--- config.mk ---
export PLATFORM = sky130hd
export DESIGN_NAME = pgwr_ctrl
export DESIGN_NICKNAME = d
export VERILOG_FILES = /design/src/rtl/pgwr_pkg.sv /design/src/rtl/pgwr_cnt.sv /design/src/rtl/pgwr_buf.sv /design/src/rtl/pgwr_stat.sv /design/src/rtl/pgwr_ctrl.sv
export SDC_FILE = /design/constraint.sdc
export NUM_CORES = 1
export LEC_CHECK = 0
export BUFFER_PORTS_ARGS = -buffer_cell sky130_fd_sc_hd__buf_2
export CORE_AREA = 2 2 257 259
export DETAILED_ROUTE_END_ITERATION = 8
export DIE_AREA = 0 0 259 261
export SETUP_SLACK_MARGIN = 0.3
export SLEW_MARGIN = 30
export SYNTH_ARGS = -nofsm -noshare
export SYNTH_HDL_FRONTEND = slang
export SYNTH_SLANG_ARGS = --single-unit
--- constraint.sdc ---
create_clock -name clk -period 1.75 [get_ports clk]
set_input_delay 0.0875 -clock clk [delete_from_list [all_inputs] [get_ports clk]]
set_output_delay 0.0875 -clock clk [all_outputs]
set_load 0.01 [all_outputs]
--- src/rtl/pgwr_pkg.sv ---
package pgwr_pkg;
  localparam int BYTE_W = 8;

  typedef enum logic [1:0] {
    PH_IDLE = 2'd0,
    PH_LOAD = 2'd1,
    PH_PROG = 2'd2
  } phase_t;

  // Status byte: polled complement, toggle, window-closed flag, zero fill.
  function automatic logic [BYTE_W-1:0] status_byte(input logic last_msb,
                                                     input logic tog,
                                                     input logic started);
    status_byte = {~last_msb, tog, started, 5'b00000};
  endfunction
endpackage

--- src/rtl/pgwr_cnt.sv ---
module pgwr_cnt #(
  parameter int LIMIT = 16
) (
  input  logic clk,
  input  logic rst_n,
  input  logic clr,
  input  logic en,
  output logic hit
);
  localparam int CW = (LIMIT > 2) ? $clog2(LIMIT) : 1;
  logic [CW-1:0] cnt_q;

  always_ff @(posedge clk) begin
    if (!rst_n || clr) cnt_q <= '0;
    else if (en)       cnt_q <= cnt_q + 1'b1;
  end

  assign hit = (cnt_q == CW'(LIMIT - 1));
endmodule

--- src/rtl/pgwr_buf.sv ---
module pgwr_buf #(
  parameter int SLOTS = 64,
  parameter int DW    = 8
) (
  input  logic                      clk,
  input  logic                      rst_n,
  input  logic                      wr_stb,
  input  logic [$clog2(SLOTS)-1:0]  wr_slot,
  input  logic [DW-1:0]             wr_data,
  input  logic                      clr,
  output logic [SLOTS*DW-1:0]       data_flat,
  output logic [SLOTS-1:0]          mask
);
  localparam int SW = $clog2(SLOTS);

  for (genvar g = 0; g < SLOTS; g++) begin : g_slot
    logic [DW-1:0] byte_q;
    logic          vld_q;
    logic          hit;

    assign hit = wr_stb && (wr_slot == SW'(g));

    always_ff @(posedge clk) begin
      if (!rst_n) begin
        byte_q <= '0;
        vld_q  <= 1'b0;
      end else if (clr) begin
        vld_q  <= 1'b0;
      end else if (hit) begin
        byte_q <= wr_data;
        vld_q  <= 1'b1;
      end
    end

    assign data_flat[g*DW +: DW] = byte_q;
    assign mask[g]               = vld_q;
  end
endmodule

--- src/rtl/pgwr_stat.sv ---
module pgwr_stat
  import pgwr_pkg::*;
(
  input  logic              clk,
  input  logic              rst_n,
  input  logic              rd_en,
  input  phase_t            phase,
  input  logic              load_start,
  input  logic              last_msb,
  input  logic [BYTE_W-1:0] arr_rd_data,
  output logic              status_rd,
  output logic [BYTE_W-1:0] rd_data
);
  logic tog_q;

  assign status_rd = rd_en && (phase != PH_IDLE);

  always_ff @(posedge clk) begin
    if (!rst_n) begin
      tog_q   <= 1'b0;
      rd_data <= '0;
    end else begin
      if (load_start)     tog_q <= 1'b0;
      else if (status_rd) tog_q <= ~tog_q;
      if (status_rd)
        rd_data <= status_byte(last_msb, tog_q, phase == PH_PROG);
      else if (rd_en)
        rd_data <= arr_rd_data;
    end
  end
endmodule

--- src/rtl/pgwr_ctrl.sv ---
module pgwr_ctrl
  import pgwr_pkg::*;
#(
  parameter int ADDR_W       = 13,
  parameter int PAGE_BYTES   = 64,
  parameter int LOAD_TIMEOUT = 20,
  parameter int PROG_CYCLES  = 16
) (
  input  logic                           clk,
  input  logic                           rst_n,
  input  logic                           wr_en,
  input  logic [ADDR_W-1:0]              wr_addr,
  input  logic [7:0]                     wr_data,
  input  logic                           rd_en,
  input  logic [ADDR_W-1:0]              rd_addr,
  output logic [ADDR_W-1:0]              arr_rd_addr,
  input  logic [7:0]                     arr_rd_data,
  output logic [7:0]                     rd_data,
  output logic                           ready,
  output logic                           cmt_req,
  output logic [ADDR_W-$clog2(PAGE_BYTES)-1:0] cmt_page,
  output logic [PAGE_BYTES*8-1:0]        cmt_data,
  output logic [PAGE_BYTES-1:0]          cmt_mask,
  input  logic                           cmt_done
);
  localparam int SLOT_W = $clog2(PAGE_BYTES);
  localparam int PAGE_W = ADDR_W - SLOT_W;

  function automatic logic [PAGE_W-1:0] page_of(input logic [ADDR_W-1:0] a);
    page_of = a[ADDR_W-1:SLOT_W];
  endfunction

  function automatic logic [SLOT_W-1:0] slot_of(input logic [ADDR_W-1:0] a);
    slot_of = a[SLOT_W-1:0];
  endfunction

  phase_t            phase_q;
  logic [PAGE_W-1:0] page_q;
  logic              last_msb_q;
  logic              done_seen_q;

  // Named internal events
  logic wr_accept, load_start, load_expire, prog_end, status_rd;
  logic tmr_hit, prog_hit;

  assign load_start  = wr_en && (phase_q == PH_IDLE);
  assign wr_accept   = load_start ||
                       (wr_en && (phase_q == PH_LOAD) && (page_of(wr_addr) == page_q));
  assign load_expire = (phase_q == PH_LOAD) && !wr_accept && tmr_hit;
  assign prog_end    = (phase_q == PH_PROG) && prog_hit && (done_seen_q || cmt_done);

  pgwr_cnt #(.LIMIT(LOAD_TIMEOUT)) u_load_tmr (
    .clk  (clk),
    .rst_n(rst_n),
    .clr  (wr_accept || (phase_q != PH_LOAD)),
    .en   (1'b1),
    .hit  (tmr_hit)
  );

  pgwr_cnt #(.LIMIT(PROG_CYCLES)) u_prog_tmr (
    .clk  (clk),
    .rst_n(rst_n),
    .clr  (phase_q != PH_PROG),
    .en   (!prog_hit),
    .hit  (prog_hit)
  );

  pgwr_buf #(.SLOTS(PAGE_BYTES), .DW(8)) u_buf (
    .clk      (clk),
    .rst_n    (rst_n),
    .wr_stb   (wr_accept),
    .wr_slot  (slot_of(wr_addr)),
    .wr_data  (wr_data),
    .clr      (prog_end),
    .data_flat(cmt_data),
    .mask     (cmt_mask)
  );

  pgwr_stat u_stat (
    .clk        (clk),
    .rst_n      (rst_n),
    .rd_en      (rd_en),
    .phase      (phase_q),
    .load_start (load_start),
    .last_msb   (last_msb_q),
    .arr_rd_data(arr_rd_data),
    .status_rd  (status_rd),
    .rd_data    (rd_data)
  );

  always_ff @(posedge clk) begin
    if (!rst_n) begin
      phase_q     <= PH_IDLE;
      page_q      <= '0;
      last_msb_q  <= 1'b0;
      done_seen_q <= 1'b0;
    end else begin
      if (wr_accept) last_msb_q <= wr_data[7];
      unique case (phase_q)
        PH_IDLE: if (load_start) begin
          phase_q <= PH_LOAD;
          page_q  <= page_of(wr_addr);
        end
        PH_LOAD: if (load_expire) begin
          phase_q     <= PH_PROG;
          done_seen_q <= 1'b0;
        end
        PH_PROG: begin
          if (cmt_done) done_seen_q <= 1'b1;
          if (prog_end) phase_q <= PH_IDLE;
        end
        default: phase_q <= PH_IDLE;
      endcase
    end
  end

  assign arr_rd_addr = rd_addr;
  assign cmt_req     = (phase_q == PH_PROG);
  assign ready       = (phase_q != PH_PROG);
  assign cmt_page    = page_q;
endmodule

Yosys cells after proc, flatten, opt, wreduce, memory -nomap -nowiden

Index checks and enable logic that the tools add are counted.

Register bits: 605
Input bits: 47
Output and inout port bits: 606
Word-level logic and storage cells: 380

$add $sub $neg: 2
Equal/unequal tests: 74
Mux-type cells: 9
Bitwise operators: 4
Reduce and logical (&&, ||, !) cells: 154

Operators by type and width:

| kind                                                                     | count |
|---|---|
| 6-bit equality test (second input constant)                              | 32 |
| 2-bit AND reduction                                                      | 65 |
| 6-bit by 5-bit equality test with 1-bit output (second input constant)   | 16 |
| 1-bit logical AND                                                        | 72 |
| 6-bit by 4-bit equality test with 1-bit output (second input constant)   | 8 |
| 6-bit by 3-bit equality test with 1-bit output (second input constant)   | 4 |
| 8-bit two-way mux                                                        | 2 |
| 6-bit by 2-bit equality test with 1-bit output (second input constant)   | 2 |
| 7-bit equality test                                                      | 1 |
| 6-bit by 1-bit equality test with 1-bit output (second input constant)   | 1 |
| 6-bit zero test                                                          | 1 |
| 2-bit two-way mux                                                        | 3 |
| 2-bit by 1-bit inequality test with 1-bit output (second input constant) | 3 |
| 2-bit inequality test (second input constant)                            | 3 |
| 2-bit case mux with 3 select lines                                       | 1 |
| 3-bit AND reduction                                                      | 2 |
| 2-bit nonzero test                                                       | 3 |
| 2-bit OR reduction                                                       | 3 |
| 5-bit by 1-bit adder with 5-bit output (second input constant)           | 1 |
| 5-bit equality test (second input constant)                              | 1 |
| 1-bit logical OR                                                         | 5 |
| 4-bit by 1-bit adder with 4-bit output (second input constant)           | 1 |
| 4-bit equality test (second input constant)                              | 1 |
| 1-bit NOT                                                                | 4 |
| other kinds (6)                                                          | 8 |

Longest topological paths before layout

Depth in word-level cells: 9
Gate-level depth with buffers: 9
Depth with buffers taken out: 6

Hierarchy

A second synthesis with hierarchy kept.

Cell total of the unflattened synthesis: 2203
Area total of the unflattened synthesis: 22519.1 um^2

Modules (own cells, without submodules):

| module                | instances | cells each | area each (um^2) | sequential area each (um^2) |
|---|---|---|---|---|
| pgwr_buf              | 1         | 2042       | 21066.5          | 11531.1 |
| pgwr_ctrl             | 1         | 82         | 648.1            | 220.2 |
| pgwr_stat             | 1         | 37         | 364.1            | 180.2 |
| pgwr_cnt (u_load_tmr) | 1         | 24         | 251.5            | 100.1 |
| pgwr_cnt (u_prog_tmr) | 1         | 18         | 188.9            | 80.1 |

Worst setup path after synthesis

No wires, ideal clock.

Kind: reg2reg
Start: register phase_q[0]
End: register u_buf.g_slot[49].byte_q[0]
Setup time: 73 ps
Arrival: 1785 ps
Data required time: 1677 ps
Setup slack: -108 ps
Cell stages (with the launch flop): 10
Buffers on the path: 4
Clock period less this slack: 1858 ps
Cell sequence: dfxtp_1 buf_6 and3b_1 nand4_1 o21a_1 buf_6 buf_6 nor4_4 buf_6 mux2i_1

Cells in the longest elaborated chain, start to end: 6
Elaborated cells on any way between the ends: 12
Classes of those cells: eq/ne: 2; bitwise: 1; reduce/logical: 9

RTL lines:

| element                                        | line             | RTL |
|---|---|---|
| start: declaration                             | pgwr_ctrl.sv:37  | `phase_t phase_q;` |
| start signal: assignment                       | pgwr_ctrl.sv:93  | `phase_q <= PH_IDLE;` |
| start signal: assignment                       | pgwr_ctrl.sv:101 | `phase_q <= PH_LOAD;` |
| start signal: assignment                       | pgwr_ctrl.sv:105 | `phase_q <= PH_PROG;` |
| 2-bit by 1-bit equality test with 1-bit output | pgwr_ctrl.sv:48  | `(wr_en && (phase_q == PH_LOAD) && (page_of(wr_addr) == page_q));` |
| 1-bit logical AND (2 in series)                | pgwr_ctrl.sv:48  |  |
| 1-bit logical OR                               | pgwr_ctrl.sv:47  | `assign wr_accept = load_start \|\|` |
| 1-bit logical AND                              | pgwr_buf.sv:21   | `assign hit = wr_stb && (wr_slot == SW'(g));` |
| 2-bit AND reduction (no source line) (*)       | n/a              |  |
| end signal: assignment                         | pgwr_buf.sv:30   | `byte_q <= wr_data;` |
| end: declaration                               | pgwr_buf.sv:17   | `logic [DW-1:0] byte_q;` |

Mark *: on every way between the ends. The rest lies on a longest branch, timed or not.
A chain may end at the register's enable or synchronous reset.

Final worst setup path

Start: register page_q[0] (netlist: cmt_page[0])
End: register u_buf.g_slot[33].byte_q[0]

Cells in the longest elaborated chain, start to end: 5

RTL lines:

| element                              | line             | RTL |
|---|---|---|
| start: declaration                   | pgwr_ctrl.sv:38  | `logic [PAGE_W-1:0] page_q;` |
| start signal: assignment             | pgwr_ctrl.sv:102 | `page_q <= page_of(wr_addr);` |
| 7-bit equality test                  | pgwr_ctrl.sv:48  |  |
| 1-bit logical AND                    | pgwr_ctrl.sv:48  |  |
| 1-bit logical OR                     | pgwr_ctrl.sv:47  |  |
| 1-bit logical AND                    | pgwr_buf.sv:21   |  |
| 2-bit AND reduction (no source line) | n/a              |  |
| end signal: assignment               | pgwr_buf.sv:30   |  |
| end: declaration                     | pgwr_buf.sv:17   |  |

Every way passes these cells.

==> metrics.md <==
| Metric | Value |
|---|---|
| Levels on crit path | `7` |
| Final setup fails | `524` |
| Clock buffer depth | `3` |
| Placed Cells | `3553` |
| Status | `complete, but fails checks` |
| Final nets | `2845` |
| Clock Power Share | `46.9%` |
| P per Cell Area | `959 mW/mm^2` |
| Largest net degree at the start of global routing | `128` |
| Via count | `17700` |
| Internal power | `22.2 mW` |
| Post-DP HPWL | `52.9 mm` |
| Wire length per cell | `21.0 um` |
| Post-layout util | `46.3%` |
| Initial antenna violation count | `6` |
| Setup CP Type | `flip-flop to flip-flop` |
| Hold_ws | `0.00977 ns` |
| Sequential area share after synthesis | `53.8%` |
| Setup TNS | `-39.49 ns` |
| Cell variety after synth | `40` |
| Crit Path Max Fanout | `12` |
| Reg-to-reg slack, setup | `-0.17 ns` |
| Gr usage total | `21.9%` |
| Filler Cells Inserted | `6058` |
| CTS tree | `built` |
| Vias in the first global route | `17600` |
| Syn_area_per_cell | `10.2 sq um` |
| Worst skew pair latency | `0.60 ns` |
| Combinational share of power | `5.0%` |
| Core region area | `0.0650 sq mm` |
| FFs w/ async S/R, synth | `0%` |
| CTS root buffer | `clkbuf_16` |
| Num ports | `653` |
| Critical-path cell list | `xnor2_2 > nand4_1 > o21a_4 > clkbuf_16 > nor3_4 > buf_12 > mux2i_1` |
| Die span in y | `261 um` |
| Reg2reg start | `cmt_page[0]$_SDFFE_PN0P_` |
| Pre-Repair DR Iteration Count | `5` |
| Port Buffers | `626` |
| WL final | `77.7 mm` |
| Final instance area | `0.0301 sq mm` |
| ANT nets after route | `0` |
| Clock Pin Slew Worst Setup and Hold Paths | `0.06 ns` |
| Switching Fraction | `23.1%` |
| Cts bufs inserted | `66` |
| FMAX | `522 MHz` |
| Synth warn | `0` |
| Worst Clk Skew | `0.0222 ns` |
| Largest stage delay, worst path | `0.34 ns` |
| Grt ovf | `0` |
| Relative slew slack | `61.2%` |
| Top_reg_cell synth | `dfxtp_1` |
| Critical Path Start Type | `flip-flop` |
| Slew Viols, Final | `0` |
| Vias per cell | `4.77` |
| Final Hold Fails | `0` |
| Worst-margin pin slew | `0.583 ns` |
| LEAKAGE | `14.0 nW` |
| DP Area | `0.0273 sq mm` |
| Final cell count without fillers | `3705` |
| Register share of total power | `48.0%` |
| Psw | `6.68 mW` |
| Crit path from | `cmt_page[0]$_SDFFE_PN0P_` |
| Layout cells sized above 1 | `33.3%` |
| CP max stage cell | `dfxtp_2` |
| R2R depth | `7` |
| Worst Setup EP | `u_buf.g_slot[33].byte_q[0]$_SDFFE_PN0P_` |
| Final worst slack | `-0.167 ns` |
| Mapped cell area | `0.0225 sq mm` |
| Crit-path leading delay family | `simple AND/OR/NAND/NOR gates` |
| Max Cap Viol | `0` |
| Initial Util | `34.6%` |
| # rows | `94` |
| Syn-to-layout area delta | `33.9%` |
| Chip width | `259 um` |
| Initial drt markers | `835` |
| Unrepaired setup endpoints after global routing | `yes` |
| R2R Path End | `u_buf.g_slot[33].byte_q[0]$_SDFFE_PN0P_` |
| Clock Sinks | `605` |
| Buf/Inv on CP | `2` |
| FF+latch count, synth | `605` |
| Worst min path class | `input pin to flip-flop` |
| First-pass GRT wire length | `112 mm` |
| DR DRC count | `0` |
| Failing checks | `negative setup slack` |
| Full die area | `0.0676 sq mm` |
| Final worst-path cycle share | `110%` |
| Cell count after synthesis | `2201` |
| Placer Congestion | `0.831` |
| Peak supply drop | `0.674 mV` |
| Post-Syn Nets | `2250` |
| Arrival @ worst endpoint | `2.43 ns` |
| Htree depth | `3` |
| Post-route minimum period | `1.92 ns` |
| Post-synth EDFFs | `0` |
| Worst path required time | `2.26 ns` |
| Crit. End Element | `flip-flop` |
-- routing by layer --
metal / part of all wire, % / global-route usage (%) / vias up / routed length [um]
met5: 0.019 / 0 / - / 15
met4: 3.5 / 9.81 / 2 / 2710
met3: 5.2 / 4.28 / 141 / 4000
met2: 49 / 37.6 / 497 / 38300
met1: 42 / 26.5 / 8681 / 32700
li1: - / - / 8339 / -
-- power by group through the flow --
stage / registers, mW / clock network (mW) / logic (mW)
final: 13.9 / 13.6 / 1.45
after global routing: 13.9 / 14.4 / 1.54
after CTS: 13.9 / 13.9 / 1.42
after detailed placement: 14.2 / 0 / 1.34
after global placement: 14.2 / 0 / 1.32
after floorplan: 14.2 / 0 / 0.705
-- cell usage after synthesis, types with 9 or more instances --
cell type,instances,area share [%]
buf_6,9,0.45
xnor2_1,9,0.35
nor2b_1,9,0.25
nand3_1,25,0.56
nor2_1,24,0.40
mux2i_1,519,23
a21oi_1,21,0.47
nor3_1,36,0.80
inv_1,24,0.40
buf_4,113,3.8
clkbuf_1,117,2.0
buf_2,28,0.62
dfxtp_1,605,54
nand2_1,555,9.3
o21a_1,45,1.5
a21boi_0,9,0.30
-- flip-flops by register name, summed over array words and instances, names as in the netlist --
register / flops
u_buf.g_slot.byte_q: 512
u_buf.g_slot.vld_q: 64
u_stat.rd_data: 8
cmt_page: 7
u_load_tmr.cnt_q: 5
u_prog_tmr.cnt_q: 4
phase_q: 2
done_seen_q: 1
last_msb_q: 1
u_stat.tog_q: 1
-- placed cells by master (no fill, tap or decap), drive strengths merged --
master	count
ha	2
and2	5
inv	26
clkinv	13
nor2	24
nand2b	5
nor3	36
and3	5
bufinv	2
o2111a	1
nor4	6
or3	3
dfxtp	605
clkinvlp	1
o21bai	1
nor2b	9
a31oi	1
o211ai	1
buf	767
a22oi	1
nand3	25
nor4bb	1
xor2	2
dlygate4sd3	28
mux2i	519
o21a	45
a21boi	9
or2	2
o211a	2
o2111ai	1
and3b	1
clkbuf	93
xnor2	9
diode	4
nand2	556
nand4	2
o21ai	6
nor3b	1
a21oi	21
-- layout make-up --
cell class	count	area (sq um)	area share, %
clock inverters	18	206	0.685
flip-flops and latches	605	12100	40.2
inverters	24	90.1	0.299
multi-input cells	1302	9280	30.8
clock buffers	91	1900	6.30
repair buffers	797	5440	18.1
well taps	864	1080	3.59
diodes	4	10.0	0.0332
-- stage by stage --
stage | power, mW | setup WS [ns]
floorplan | 14.9 | 0.0422
global placement | 15.5 | -0.245
detailed placement | 15.5 | -0.277
CTS | 29.2 | -0.141
global route | 29.8 | -0.282
finish | 28.9 | -0.167
-- kinds of logic after synthesis --
logic type	Yosys count	share of synthesized area, %
DFF	605	53.8
buffers and inverters	294	7.25
muxes	519	23.1
adders and majority gates	2	0.111
xor gates and xnor gates	11	0.428
and+or+nand+nor	681	12.6
AOI/OAI and AO/OA	89	2.71
-- tightest hold or removal path: stages --
cell and delay (ns):
buf_2 0.10, nand2_4 0.05, buf_12 0.19, mux2i_1 0.14
-- worst min path at each step --
stage / start / slack [ns] / cells past startpoint / endpoint
after floorplan: wr_addr[6] / 0.22 / 2 / cmt_page[0]$_SDFFE_PN0P_
after global placement: rd_addr[9] / 0.18 / 0 / arr_rd_addr[9]
after detailed placement: rd_addr[9] / 0.18 / 0 / arr_rd_addr[9]
after CTS: wr_data[5] / 0.002 / 4 / u_buf.g_slot[55].byte_q[5]$_SDFFE_PN0P_
after global routing: wr_data[4] / 0.04 / 4 / u_buf.g_slot[46].byte_q[4]$_SDFFE_PN0P_
final: wr_data[4] / 0.01 / 4 / u_buf.g_slot[46].byte_q[4]$_SDFFE_PN0P_
-- timing repair --
action	in CTS	in global routing
endpoints found under the hold margin	89	0
gates resized for setup	33	28
hold buffers	28	0
setup buffers	0	4
cloned	2	5
pin swaps	5	4
setup endpoints to repair	587	590
Note: power is estimated with default switching activity, not from simulation.
